$ cat config.mk
export PLATFORM = sky130hd
export DESIGN_NAME = lcd_mux_driver
export DESIGN_NICKNAME = d
export VERILOG_FILES = /design/src/rtl/lcdm_pkg.sv /design/src/rtl/lcd_timebase.sv /design/src/rtl/lcd_frame_store.sv /design/src/rtl/lcd_level_encoder.sv /design/src/rtl/lcd_mux_driver.sv
export SDC_FILE = /design/constraint.sdc
export NUM_CORES = 1
export LEC_CHECK = 0
export BUFFER_PORTS_ARGS = -buffer_cell sky130_fd_sc_hd__buf_2
export CAP_MARGIN = 20
export CELL_PAD_IN_SITES_DETAIL_PLACEMENT = 1
export CELL_PAD_IN_SITES_GLOBAL_PLACEMENT = 2
export CORE_ASPECT_RATIO = 0.8
export CORE_MARGIN = 5
export CORE_UTILIZATION = 32
export CTS_CLUSTER_SIZE = 28
export DETAILED_ROUTE_END_ITERATION = 8
export PLACE_DENSITY = 0.76
export SYNTH_ARGS = -nofsm -noshare
export SYNTH_HDL_FRONTEND = slang
export SYNTH_SLANG_ARGS = --single-unit
$ cat constraint.sdc
create_clock -name clk -period 2.1 [get_ports clk]
set_input_delay 0.42 -clock clk [delete_from_list [all_inputs] [get_ports clk]]
set_output_delay 0.42 -clock clk [all_outputs]
set_load 0.05 [all_outputs]
$ cat src/rtl/lcdm_pkg.sv
package lcdm_pkg;

    localparam int NUM_SEG = 25;
    localparam int NUM_COM = 3;
    localparam int HALF_W  = 40;
    localparam int COM_W   = $clog2(NUM_COM);
    localparam int LVL_W   = 2;

    // Drive level code: value k stands for k/3 of the bias voltage.
    typedef enum logic [LVL_W-1:0] {
        LVL_GND      = 2'd0,
        LVL_THIRD    = 2'd1,
        LVL_TWOTHIRD = 2'd2,
        LVL_FULL     = 2'd3
    } lvl_e;

    // Scan position: active common and polarity of the current frame.
    typedef struct packed {
        logic             neg;
        logic [COM_W-1:0] com;
    } scan_t;

    // Both image halves; half A occupies the low bits.
    typedef struct packed {
        logic [HALF_W-1:0] b;
        logic [HALF_W-1:0] a;
    } image_t;

    // Index into the flattened image for point p = seg*NUM_COM + com.
    // Half B skips its reserved positions 3, 8, 13, 18 and 23.
    function automatic int point_src(input int p);
        int q;
        if (p < HALF_W) return p;
        q = p - HALF_W;
        if (q < 3)  return HALF_W + q;
        if (q < 19) return HALF_W + q + 1 + (q - 3) / 4;
        return HALF_W + q + 5;
    endfunction

    function automatic lvl_e com_code(input logic sel, input logic neg);
        if (neg) return sel ? LVL_GND  : LVL_TWOTHIRD;
        else     return sel ? LVL_FULL : LVL_THIRD;
    endfunction

    function automatic lvl_e seg_code(input logic on, input logic neg);
        if (neg) return on ? LVL_FULL : LVL_THIRD;
        else     return on ? LVL_GND  : LVL_TWOTHIRD;
    endfunction

endpackage

$ cat src/rtl/lcd_timebase.sv
module lcd_timebase
    import lcdm_pkg::*;
#(
    parameter int SLOT_DIV = 8192
) (
    input  logic  clk,
    input  logic  rst,
    output scan_t scan_o
);
    localparam int CNT_W = $clog2(SLOT_DIV + 1);
    localparam logic [CNT_W-1:0] CNT_LAST = CNT_W'(SLOT_DIV - 1);
    localparam logic [COM_W-1:0] COM_LAST = COM_W'(NUM_COM - 1);

    logic [CNT_W-1:0] cnt_q;
    logic [COM_W-1:0] com_q;
    logic             neg_q;

    always_ff @(posedge clk) begin
        if (rst) begin
            cnt_q <= '0;
            com_q <= '0;
            neg_q <= 1'b0;
        end else if (cnt_q == CNT_LAST) begin
            cnt_q <= '0;
            if (com_q == COM_LAST) begin
                com_q <= '0;
                neg_q <= ~neg_q;
            end else begin
                com_q <= com_q + 1'b1;
            end
        end else begin
            cnt_q <= cnt_q + 1'b1;
        end
    end

    assign scan_o.com = com_q;
    assign scan_o.neg = neg_q;

    // selection only ever steps to the next common, wrapping after the last
    a_r2_com_step: assert property (@(posedge clk) disable iff (rst)
        (com_q != $past(com_q)) |->
            (com_q == (($past(com_q) == COM_LAST) ? '0 : $past(com_q) + 1'b1)));

    // selected common index stays in range
    a_r2_com_range: assert property (@(posedge clk) disable iff (rst)
        com_q <= COM_LAST);

    // mid-slot the common does not move
    a_r3_slot_hold: assert property (@(posedge clk) disable iff (rst)
        (cnt_q != '0) |-> $stable(com_q));

    // polarity changes only at the wrap from the last common to common 0
    a_r4_pol_wrap: assert property (@(posedge clk) disable iff (rst)
        !$stable(neg_q) |-> ($past(com_q) == COM_LAST && com_q == '0));

endmodule

$ cat src/rtl/lcd_frame_store.sv
module lcd_frame_store
    import lcdm_pkg::*;
(
    input  logic              clk,
    input  logic              rst,
    input  logic              wr_en,
    input  logic              wr_sel_b,
    input  logic [HALF_W-1:0] wr_data,
    output image_t            img_o,
    output logic              written_o
);
    localparam int NUM_HALF = 2;

    logic [HALF_W-1:0] half_w [NUM_HALF];

    for (genvar h = 0; h < NUM_HALF; h++) begin : g_half
        logic [HALF_W-1:0] q;
        logic              hit;

        assign hit = wr_en && (wr_sel_b == (h == 1));

        always_ff @(posedge clk) begin
            if (rst)      q <= '0;
            else if (hit) q <= wr_data;
        end

        assign half_w[h] = q;
    end

    always_ff @(posedge clk) begin
        if (rst)        written_o <= 1'b0;
        else if (wr_en) written_o <= 1'b1;
    end

    assign img_o.a = half_w[0];
    assign img_o.b = half_w[1];

    // writing A leaves B untouched
    a_r6_keep_b: assert property (@(posedge clk) disable iff (rst)
        (wr_en && !wr_sel_b) |=> $stable(img_o.b));

    // writing B leaves A untouched
    a_r6_keep_a: assert property (@(posedge clk) disable iff (rst)
        (wr_en && wr_sel_b) |=> $stable(img_o.a));

    // once set, the written flag stays set until reset
    a_r9_flag_sticky: assert property (@(posedge clk) disable iff (rst)
        written_o |=> written_o);

endmodule

$ cat src/rtl/lcd_level_encoder.sv
module lcd_level_encoder
    import lcdm_pkg::*;
(
    input  logic                     clk,
    input  logic                     rst,
    input  scan_t                    scan,
    input  image_t                   img,
    input  logic                     disp_on,
    output logic [NUM_COM*LVL_W-1:0] com_lvl_o,
    output logic [NUM_SEG*LVL_W-1:0] seg_lvl_o
);
    localparam int ROW_W = 1 << COM_W;

    logic [2*HALF_W-1:0] img_flat;
    logic                unused_resv;

    assign img_flat    = img;
    assign unused_resv = ^{img.b[3], img.b[8], img.b[13], img.b[18], img.b[23]};

    // Common lanes
    for (genvar c = 0; c < NUM_COM; c++) begin : g_com
        lvl_e cq;

        always_ff @(posedge clk) begin
            if (rst) begin
                if (c == 0) cq <= LVL_FULL;
                else        cq <= LVL_THIRD;
            end else begin
                cq <= com_code(scan.com == COM_W'(c), scan.neg);
            end
        end

        assign com_lvl_o[c*LVL_W +: LVL_W] = cq;
    end

    // Segment lanes: each picks its bit for the active common from a fixed map
    for (genvar s = 0; s < NUM_SEG; s++) begin : g_seg
        logic [ROW_W-1:0] row;
        logic             lit;
        lvl_e             sq;

        for (genvar c = 0; c < ROW_W; c++) begin : g_pt
            if (c < NUM_COM) begin : g_real
                assign row[c] = img_flat[point_src(s * NUM_COM + c)];
            end else begin : g_pad
                assign row[c] = 1'b0;
            end
        end

        assign lit = disp_on & row[scan.com];

        always_ff @(posedge clk) begin
            if (rst) sq <= LVL_TWOTHIRD;
            else     sq <= seg_code(lit, scan.neg);
        end

        assign seg_lvl_o[s*LVL_W +: LVL_W] = sq;

        // with the display gated off, every segment shows its dark code
        a_r8_dark_seg: assert property (@(posedge clk) disable iff (rst)
            !disp_on |=> (sq == ($past(scan.neg) ? LVL_THIRD : LVL_TWOTHIRD)));
    end

endmodule

$ cat src/rtl/lcd_mux_driver.sv
module lcd_mux_driver
    import lcdm_pkg::*;
#(
    parameter int SLOT_DIV = 8192
) (
    input  logic                     clk,
    input  logic                     rst,
    input  logic                     wr_en,
    input  logic                     wr_sel_b,
    input  logic [HALF_W-1:0]        wr_data,
    input  logic                     blank,
    output logic [NUM_COM*LVL_W-1:0] com_lvl,
    output logic [NUM_SEG*LVL_W-1:0] seg_lvl,
    output logic                     img_valid
);
    scan_t  scan;
    image_t img;
    logic   written;
    logic   disp_on;

    lcd_timebase #(.SLOT_DIV(SLOT_DIV)) u_timebase (
        .clk    (clk),
        .rst    (rst),
        .scan_o (scan)
    );

    lcd_frame_store u_store (
        .clk       (clk),
        .rst       (rst),
        .wr_en     (wr_en),
        .wr_sel_b  (wr_sel_b),
        .wr_data   (wr_data),
        .img_o     (img),
        .written_o (written)
    );

    assign disp_on = written & ~blank;

    lcd_level_encoder u_enc (
        .clk       (clk),
        .rst       (rst),
        .scan      (scan),
        .img       (img),
        .disp_on   (disp_on),
        .com_lvl_o (com_lvl),
        .seg_lvl_o (seg_lvl)
    );

    assign img_valid = written;

    // nothing is written while the flag is low, so the panel stays dark
    a_r9_dark_until_write: assert property (@(posedge clk) disable iff (rst)
        (!written && !wr_en) |=> !img_valid);

endmodule

[Yosys cells after proc, flatten, opt, wreduce, memory -nomap -nowiden]
Index checks and enable logic that the tools add are counted.
W data, S select, Z words.
Storage, ports and cells
  register bits after elaboration: 154
  word-level logic and storage cells: 209
Operators by class
  $add $sub $neg: 2
  $lt $le $gt $ge: 1
  equality and inequality tests: 3
  muxes and demuxes: 135
  bitwise gates (word level): 29
  reduce and logical (&&, ||, !) cells: 5
Operators with widths (number)
  $mux W2: 85
  $bmux W1 S2: 25
  $and A1 B1 Y1: 26
  $mux W1: 25
  $add A14 B1 Y14 const B: 1
  $eq A14 B13 Y1 const B: 1
  $lt A2 B3 Y1 const B: 1
  $not A1 Y1: 3
  $add A2 B1 Y2 const B: 1
  $eq A2 B1 Y1 const B: 1
  $eq A2 B2 Y1 const B: 1
  $logic_and A1 B1 Y1: 2
  $logic_not A2 Y1: 1
  $reduce_and A2 Y1: 1
  $reduce_or A2 Y1: 1

[Longest topological paths before layout]
  depth in word-level cells: 5
  gate-level depth with buffers: 6
  mapped depth without buffers: 5

[Hierarchy]
From an unflattened synthesis, not the netlist that was laid out.
Unflattened totals
  cells, all modules: 609
  area, all modules: 6053.3 sq um
Modules (own cells, without submodules)
  lcd_frame_store: instances 1, cells each 308, area an instance 3387.0 sq um
  lcd_level_encoder: instances 1, cells each 215, area an instance 1874.3 sq um
  lcd_timebase: instances 1, cells each 85, area an instance 778.2 sq um
  lcd_mux_driver: instances 1, cells each 1, area an instance 13.8 sq um

[Worst setup path before layout]
OpenSTA, ideal clock, no wires.
  path kind: flip-flop to output port
  start: register u_enc.g_seg[6].sq[0] (netlist name)
  end: output seg_lvl[10]
  data arrival time: 1.320 ns
  data required time: 1.680 ns
  setup slack: 0.360 ns
  cell stages (with the launch flop): 2
  path through: dfxtp_1 buf_4
RTL lines
  end: declaration: RTL line lcd_mux_driver.sv:13  | output logic [NUM_SEG*LVL_W-1:0] seg_lvl,

==> flow_summary.toml <==
[timing]
slew_viol_final = 0
setup_tns_ns = 0
worst_slew_pin_slew_ns = 0.5465
hold_slack_ns = 0.2478
rsz0062_at_grt = "no"
timing.fmax_ghz = 0.5352
finalHoldViolCount = 0
fin_worst_skew_ns = 0.008794
finalSetupViolations = 0
slew_headroom = 0.6352
period_needed_ns = 1.868
period_share = 0.8898

[setup_path]
cp-start-kind = "register"
cp_top_family = "flip-flops"
cp_num_buf_inv = 1
crit_chain = "buf_2"
worstPathArrival_ns = 1.45
crit_path_end_kind = "output pin"
critPathKind = "register to output pin"
critical-path-slowest-cell = "dfxtp_1"
max_stage_delay_ns = 0.66
crit_required_ns = 1.68
cp_max_fo = 25

[global_route]
overflow = 0
grt_max_degree = 87
grt_pass1_vias = 4574
grt_usage = 0.1658
antenna_found_initial = 0
grt_pass1_wl_mm = 23.42

[logic_synthesis]
yosysUniqueCellTypes = 31
synth-seq-cells = 123
seq_area_frac_synth = 0.4887
synth.avg_cell_area_um2 = 8.220
synth.net_count = 659
synth_edf_count = 0
syn_inst = 613
ys.flop_type = "dfxtp_1"
syn_area_um2 = 5039
synth_area_leader_cell = "dfxtp_1"
synth_top_area_share = 0.4887
synthArstFlopShare = 0
yosys_warnings = 0
synth.area.top_cells = "dfxtp_1 (49%), nand2_1 (12%), a21oi_1 (9.2%), mux2i_1 (7.2%), buf_4 (4.0%)"

[cells_and_area]
fillers = 1904
final_common_cell = "nand2_1"
syn2layout_area_growth_pct = 21.88
drive_above_1_share = 0.2174
final_cell_mix = "nand2_1 (163), dfxtp_1 (122), buf_2 (101), a21oi_1 (93), mux2i_1 (36)"
antenna_cells = 0
layoutNonFillerInstCount = 905
fin_nets = 724

[clocking]
cts.hold.buffers_added = 0
cts_buffer_depth = 2
cts_setup_buffers = 0
cts_resized = 0
clock_sinks = 123
cts-root-buf = "clkbuf_16"
cts_inserted_buffers = 17
cts_tree = "done"
clkTransAtPathRegs_ns = 0.06
htree_num_levels = 4
clk_latency_ns = 0.42

[floorplan]
num_rows = 41
initial_core_util = 0.3231
die_w_um = 150.3
io_pins = 102
die_y_um = 122.2
placeableCoreArea_um2 = 15600
die_area_um2 = 18370

[route]
routed_wl_mm = 14.54
drt-initial-drc-count = 153
dr.pass1.iters = 4
num_vias = 4344
viasPerCell = 4.800
drc = 0
wl_per_cell_um = 16.06
ant_nets = 0

[outcome]
status = "complete, no violations"

[power]
cellPowerDensity_nw_per_um2 = 905.8
power_leakage_nw = 2.394
vdd_drop_max_mv = 0.4908

[worst_hold_path]
min_path_type = "input pin to register"

[job]
maxCapViolations = 0

[placement]
dp_hpwl_mm = 9.566
port_buffers = 101
gp_congestion = 0.8121
dp_cells = 874
[worst paths after layout]
kind	from	to	slack, ns	cells past startpoint
worst max-delay path	u_enc.g_seg[6].sq[0]	seg_lvl[2]	0.23	1
worst min-delay path	wr_data[3]	u_store.g_half[0].q[3]	0.25	3
worst max register to register	u_timebase.cnt_q[0]	u_timebase.cnt_q[6]	0.36	6
worst min register to register	u_timebase.cnt_q[0]	u_timebase.cnt_q[0]	0.44	1
[final cells by class]
class | count | area [um^2] | area share
clock buffer | 23 | 457.9 | 0.07457
timing repair buffer | 117 | 638.1 | 0.1039
inverter | 3 | 11.26 | 0.001834
tap | 215 | 269.0 | 0.04381
multi-input combinational | 416 | 2206 | 0.3592
sequential | 123 | 2464 | 0.4012
clock inverter | 8 | 95.09 | 0.01548
[layer usage]
metal | global-route usage | part of all wire | routed length (um) | vias to the layer above
met2 | 0.2655 | 0.45 | 6564 | 83
li1 | - | - | - | 2153
met1 | 0.2157 | 0.49 | 7188 | 2096
met4 | 0.05600 | 0.0095 | 138 | 0
met5 | 0 | 0 | 0 | -
met3 | 0.04725 | 0.044 | 645 | 12
[cells in the mapped netlist (all sizes together) (7+ instances only)]
library cell,instances
o21ai,10
buf,34
o2bb2ai,9
and2,10
nor2,32
clkbuf,37
mux2i,36
nand2,163
dfxtp,123
a21oi,93
a31oi,16
xnor2,11
o22ai,7
[where the power goes]
group	internal [W]	switching, W
Sequential	0.00241	0.0000377
Combinational	0.000114	0.000226
Clock	0.00176	0.00101
Total	0.00428	0.00128
[cells by family (layout without fill, tap and decap cells)]
logic type	Yosys count	after routing	synth area share
and+or+nand+nor	230	230	0.1900
AOI/OAI and AO/OA	135	135	0.1465
DFF	123	123	0.4887
buffers and inverters	74	151	0.07598
muxes	37	37	0.07375
xor gates and xnor gates	13	13	0.02260
adders and majority gates	1	1	0.002483
[worst register-to-register path, stage by stage, from the launching register on]
cell and delay, ns:
dfxtp_1 0.34, ha_1 0.26, nand4_1 0.17, nor4_1 0.21
buf_4 0.19, or2_1 0.35, nor2_1 0.10
[metrics by stage]
stage          instance area [um^2]  power (W)  utilization  setup slack, ns
3_5_place_dp                   5588   0.002839       0.3583           0.3551
4_1_cts                        6141   0.005634       0.3938           0.1678
3_3_place_gp                   5588   0.002824       0.3583           0.4059
2_1_floorplan                  5039   0.002694            -           0.3598
6_report                       6141   0.005563       0.3938           0.2315
5_1_grt                        6141   0.005778       0.3938          0.09621
[registers in the layout, indices dropped and copies added (netlist names)]
signal             cells
u_enc.g_com.cq         4
u_enc.g_seg.sq        26
u_timebase.com_q       2
u_store.written_o      1
u_store.g_half.q      75
u_timebase.cnt_q      14
u_timebase.neg_q       1
(Power assumes the default switching activity.)
